`src/rtl/irq_req_pkg.sv`:
```
package irq_req_pkg;

    localparam int unsigned DEF_LINES = 7;
    localparam int unsigned DEF_VEC_W = 8;

    typedef enum logic [1:0] {
        ACK_NONE = 2'd0,
        ACK_HIT  = 2'd1,
        ACK_PASS = 2'd2
    } ack_kind_e;

    typedef struct packed {
        logic dtack;
        logic drive;
        logic pass;
    } ack_resp_t;

    function automatic ack_resp_t resp_of(input ack_kind_e k);
        ack_resp_t r;
        r.dtack = (k == ACK_HIT);
        r.drive = (k == ACK_HIT);
        r.pass  = (k == ACK_PASS);
        return r;
    endfunction

endpackage

```
`src/rtl/irq_req_store.sv`:
```
module irq_req_store #(
    parameter int unsigned NUM_LINES = 7,
    parameter int unsigned VEC_W     = 8,
    parameter int unsigned LVL_W     = 3
) (
    input  logic             clk,
    input  logic             rst,
    input  logic             wr_en,
    input  logic [LVL_W-1:0] wr_level,
    input  logic [VEC_W-1:0] wr_vector,
    input  logic             clr,
    output logic             pending,
    output logic [LVL_W-1:0] level,
    output logic [VEC_W-1:0] vector
);

    logic accept;

    always_comb begin
        accept = wr_en && !pending && (wr_level != '0)
                 && (wr_level <= LVL_W'(NUM_LINES));
    end

    always_ff @(posedge clk) begin
        if (rst) begin
            pending <= 1'b0;
            level   <= '0;
            vector  <= '0;
        end else if (clr) begin
            pending <= 1'b0;
        end else if (accept) begin
            pending <= 1'b1;
            level   <= wr_level;
            vector  <= wr_vector;
        end
    end

    p_level0_ignored_r4: assert property (@(posedge clk) disable iff (rst)
        (!pending && wr_en && wr_level == '0) |=> !pending);

    p_busy_keeps_vector_r5: assert property (@(posedge clk) disable iff (rst)
        (pending && wr_en) |=> ($stable(vector) && $stable(level)));

    p_hold_until_ack_r6: assert property (@(posedge clk) disable iff (rst)
        (pending && !clr) |=> pending);

endmodule

```
`src/rtl/irq_ack_resp.sv`:
```
module irq_ack_resp
    import irq_req_pkg::*;
#(
    parameter int unsigned VEC_W = 8,
    parameter int unsigned LVL_W = 3
) (
    input  logic             clk,
    input  logic             rst,
    input  logic             iack_in,
    input  logic [LVL_W-1:0] iack_level,
    input  logic             pending,
    input  logic [LVL_W-1:0] level,
    input  logic [VEC_W-1:0] vector,
    output logic             hit,
    output logic             dtack,
    output logic             vec_oe,
    output logic [VEC_W-1:0] vec_data,
    output logic             iack_out
);

    ack_kind_e kind;
    ack_resp_t nxt;

    always_comb begin
        if (!iack_in)
            kind = ACK_NONE;
        else if (pending && iack_level == level)
            kind = ACK_HIT;
        else
            kind = ACK_PASS;
        nxt = resp_of(kind);
        hit = (kind == ACK_HIT);
    end

    always_ff @(posedge clk) begin
        if (rst) begin
            dtack    <= 1'b0;
            vec_oe   <= 1'b0;
            vec_data <= '0;
            iack_out <= 1'b0;
        end else begin
            dtack    <= nxt.dtack;
            vec_oe   <= nxt.drive;
            vec_data <= nxt.drive ? vector : '0;
            iack_out <= nxt.pass;
        end
    end

    p_dtack_single_r7: assert property (@(posedge clk) disable iff (rst)
        dtack |=> !dtack);

    p_dtack_with_drive_r7: assert property (@(posedge clk) disable iff (rst)
        dtack |-> vec_oe);

    p_pass_no_drive_r8: assert property (@(posedge clk) disable iff (rst)
        iack_out |-> (!dtack && !vec_oe && vec_data == '0));

endmodule

```
`src/rtl/irq_line_drive.sv`:
```
module irq_line_drive #(
    parameter int unsigned NUM_LINES = 7,
    parameter int unsigned LVL_W     = 3
) (
    input  logic                 clk,
    input  logic                 rst,
    input  logic                 pending,
    input  logic [LVL_W-1:0]     level,
    output logic [NUM_LINES-1:0] irq_n
);

    for (genvar i = 0; i < NUM_LINES; i++) begin : g_line
        assign irq_n[i] = ~(pending && (level == LVL_W'(i + 1)));
    end

    p_one_line_r3: assert property (@(posedge clk) disable iff (rst)
        $countones(~irq_n) <= 1);

endmodule

```
`src/rtl/irq_bus_requester.sv`:
```
module irq_bus_requester #(
    parameter int unsigned NUM_LINES = irq_req_pkg::DEF_LINES,
    parameter int unsigned VEC_W     = irq_req_pkg::DEF_VEC_W,
    localparam int unsigned LVL_W    = $clog2(NUM_LINES + 1)
) (
    input  logic                 clk,
    input  logic                 rst,
    input  logic                 wr_en,
    input  logic [LVL_W-1:0]     wr_level,
    input  logic [VEC_W-1:0]     wr_vector,
    output logic                 status_pending,
    output logic [NUM_LINES-1:0] irq_n,
    input  logic                 iack_in,
    input  logic [LVL_W-1:0]     iack_level,
    output logic                 iack_out,
    output logic [VEC_W-1:0]     vec_data,
    output logic                 vec_oe,
    output logic                 dtack
);

    logic             pend_q;
    logic [LVL_W-1:0] lvl_q;
    logic [VEC_W-1:0] vec_q;
    logic             ack_hit;

    irq_req_store #(.NUM_LINES(NUM_LINES), .VEC_W(VEC_W), .LVL_W(LVL_W)) u_store (
        .clk(clk), .rst(rst),
        .wr_en(wr_en), .wr_level(wr_level), .wr_vector(wr_vector),
        .clr(ack_hit),
        .pending(pend_q), .level(lvl_q), .vector(vec_q)
    );

    irq_ack_resp #(.VEC_W(VEC_W), .LVL_W(LVL_W)) u_ack (
        .clk(clk), .rst(rst),
        .iack_in(iack_in), .iack_level(iack_level),
        .pending(pend_q), .level(lvl_q), .vector(vec_q),
        .hit(ack_hit),
        .dtack(dtack), .vec_oe(vec_oe), .vec_data(vec_data),
        .iack_out(iack_out)
    );

    irq_line_drive #(.NUM_LINES(NUM_LINES), .LVL_W(LVL_W)) u_lines (
        .clk(clk), .rst(rst),
        .pending(pend_q), .level(lvl_q),
        .irq_n(irq_n)
    );

    assign status_pending = pend_q;

    p_status_matches_lines_r10: assert property (@(posedge clk) disable iff (rst)
        status_pending == (irq_n != {NUM_LINES{1'b1}}));

    p_release_on_dtack_r7: assert property (@(posedge clk) disable iff (rst)
        dtack |-> (irq_n == {NUM_LINES{1'b1}}));

endmodule

```
`config.mk`:
```
export PLATFORM = sky130hd
export DESIGN_NAME = irq_bus_requester
export DESIGN_NICKNAME = d
export VERILOG_FILES = /design/src/rtl/irq_req_pkg.sv /design/src/rtl/irq_req_store.sv /design/src/rtl/irq_ack_resp.sv /design/src/rtl/irq_line_drive.sv /design/src/rtl/irq_bus_requester.sv
export SDC_FILE = /design/constraint.sdc
export NUM_CORES = 1
export LEC_CHECK = 0
export BUFFER_PORTS_ARGS = -buffer_cell sky130_fd_sc_hd__buf_4
export CORE_MARGIN = 8
export CORE_UTILIZATION = 42
export CTS_CLUSTER_DIAMETER = 40
export DETAILED_ROUTE_END_ITERATION = 12
export MAX_ROUTING_LAYER = met4
export PLACE_DENSITY = 0.76
export SLEW_MARGIN = 25
export SYNTH_ARGS = -nofsm -noshare
export SYNTH_HDL_FRONTEND = slang
export SYNTH_HIERARCHICAL = 1
export SYNTH_SLANG_ARGS = --single-unit
```
`constraint.sdc`:
```
create_clock -name clk -period 1.65 [get_ports clk]
set_input_delay 0.33 -clock clk [delete_from_list [all_inputs] [get_ports clk]]
set_output_delay 0.33 -clock clk [all_outputs]
set_load 0.03 [all_outputs]
```
==> results.json <==
{
  "fin_nets": 156,
  "status": "complete, no violations",
  "drtPass1Iterations": 4,
  "peakVddDrop_mv": 0.440,
  "h-tree-depth": 1,
  "yosys_warnings": 6,
  "cts_tree": "done",
  "diodes": 0,
  "final_antenna_net_count": 0,
  "wire_per_inst_um": 12.2,
  "synth_seq_cells": 22,
  "setup_viol": 0,
  "cp_max_fo": 8,
  "dp_hpwl_um": 1560,
  "synth_top_area_share_pct": 46.0,
  "nFillCells": 190,
  "port_buffers": 36,
  "post-route-util_pct": 59.1,
  "netSwitchingPower_w": 0.000240,
  "die_w_um": 63.7,
  "grt_setup_unrepaired": "no",
  "dieArea_sq_mm": 0.00406,
  "synth_area_leaders": "dfxtp_1 (46%), nand2b_1 (14%), mux2i_1 (12%)",
  "fin_crit_sh_pct": 89.9,
  "cts.repair.resized": 0,
  "grt_max_degree": 26,
  "via_count": 763,
  "synth_nets": 116,
  "row_count": 17,
  "drtIter0Drc": 9,
  "layout_common_cells": "buf_4 (41), dfxtp_1 (21), nand2b_1 (21)",
  "clkSinkCount": 22,
  "core-area_sq_mm": 0.00219,
  "hold_ws_ns": 0.291,
  "synth_edf_count": 0,
  "pwr-share-seq_pct": 56.0,
  "maxCapViolations": 0,
  "slew_headroom_pct": 86.2,
  "syn_area_per_cell_sq_um": 9.77,
  "grt_first_pass_wirelength_um": 3340,
  "async_reset_ff_share_pct": 0,
  "antenna_found_initial": 0,
  "drive_gt1_share_pct": 35.8,
  "hold_class": "in2reg",
  "arrival_ns": 1.15,
  "io_pins": 37,
  "place_area_sq_mm": 0.00126,
  "final_area_sq_mm": 0.00129,
  "p_per_area_mw_per_mm2": 786,
  "tightest_slew_ns": 0.205,
  "clk_latency_ns": 0.29,
  "syn2layout_area_growth_pct": 35.3,
  "fmax_ghz": 0.674,
  "cts-buffers-inserted": 3,
  "initial_core_util_pct": 43.7,
  "worstPathRequired_ns": 1.32,
  "worstSetupPathType": "reg2out",
  "root_buffer": "clkbuf_4",
  "post-place-ws_ns": 0.169,
  "viasPerCell": 4.62,
  "cts_buffer_depth": 2,
  "fin_ws_ns": 0.166,
  "grt_pass1_vias": 758,
  "ys_seq_area_share_pct": 46.0,
  "tns_ns": 0,
  "p_leak_nw": 0.535,
  "synth_cells": 98,
  "combPwrFrac_pct": 16.1,
  "internal_power_w": 0.000778,
  "layout_commonest_cell": "buf_4",
  "place.gp.congestion": 0.733,
  "crit_path_end_kind": "output pin",
  "finalClockSkew_ns": 0.00166,
  "cts.clk_slew.worst_paths_ns": 0.11,
  "post_cts_buffers": 0,
  "synth_top_area_cell": "dfxtp_1",
  "finalCriticalPeriod_ns": 1.48,
  "hold_viol_final": 0,
  "p_clk_share_pct": 27.9,
  "finalMaxSlewViolations": 0,
  "postCtsHoldBufs": 0,
  "grt_overflow": 0,
  "die_y_um": 63.7,
  "synth_area_sq_um": 957,
  "ys_types": 22,
  "wl_um": 2020,
  "synthFlopType": "dfxtp_1",
  "drcViolationCount": 0,
  "swShare_pct": 23.6,
  "grt_usage_pct": 10.0,
  "worstSetupStartpointType": "register"
}
-- critical path, stage by stage, from the launching register on --
cell and delay [ns]:
dfxtp_1 0.34, buf_4 0.16, nand4bb_1 0.18, buf_4 0.18
-- registers in the layout (all words and copies together), names as in the netlist --
name,flops
u_ack/vec_oe,1
u_ack/vec_data,8
u_store/level,3
u_ack/iack_out,1
u_store/pending,1
u_store/vector,8
-- cells by family (layout without fill, tap and decap cells) --
| kind of cell | count (synthesis) | in the layout | synth area share, % |
|---|---|---|---|
| xor gates and xnor gates | 3 | 3 | 2.75 |
| and+or+nand+nor | 54 | 54 | 34.4 |
| buffers and inverters | 7 | 46 | 4.84 |
| DFF | 22 | 22 | 46.0 |
| AOI/OAI and AO/OA | 1 | 1 | 0.522 |
| muxes | 11 | 11 | 11.5 |
-- routing by layer --
layer | track usage (%) | up-vias | part of all wire, %
met3 | 2.61 | 2 | 5.9
met2 | 18.0 | 19 | 49
met1 | 9.85 | 343 | 44
met4 | 5.01 | 0 | 1.4
li1 | - | 399 | -
met5 | - | - | 0
-- power groups by stage --
stage	clock (W)	sequential (W)	combinational (W)
after floorplan	0	0.000593	0.0000895
after CTS	0.000294	0.000570	0.000165
after global placement	0	0.000582	0.000160
after global routing	0.000313	0.000574	0.000177
final	0.000284	0.000570	0.000164
after detailed placement	0	0.000582	0.000164
-- final timing paths --
check,startpoint,to,slack [ns],cells past startpoint
min reg2reg,u_store/vector[0],u_ack/vec_data[0],0.43,2
max,u_store/level[1],irq_n[3],0.17,3
max reg2reg,u_store/level[0],u_store/vector[4],0.26,6
min,wr_vector[2],u_store/vector[2],0.29,3
-- cell type report --
| type | count | area (sq um) | share of cell area, % |
|---|---|---|---|
| Multi-Input combinational cell | 69 | 470 | 36.3 |
| Sequential cell | 22 | 442 | 34.1 |
| Timing Repair Buffer | 41 | 308 | 23.8 |
| Clock buffer | 4 | 36.3 | 2.80 |
| Tap cell | 28 | 35.0 | 2.71 |
| Inverter | 1 | 3.75 | 0.290 |
-- cell usage after synthesis (2+ instances only) --
cell	instances
clkbuf_1	2
buf_6	2
nor2_1	10
nand4b_1	3
xnor2_1	3
mux2i_1	11
nand2_1	8
nand4_1	2
nand4bb_1	3
dfxtp_1	22
nand2b_1	21
-- stage by stage --
stage | instances | power, W
detailed placement | 161 | 0.000747
floorplan | 98 | 0.000682
global route | 165 | 0.00106
finish | 165 | 0.00102
CTS | 165 | 0.00103
global placement | 161 | 0.000742
Note: power is estimated with default switching activity, not from simulation.
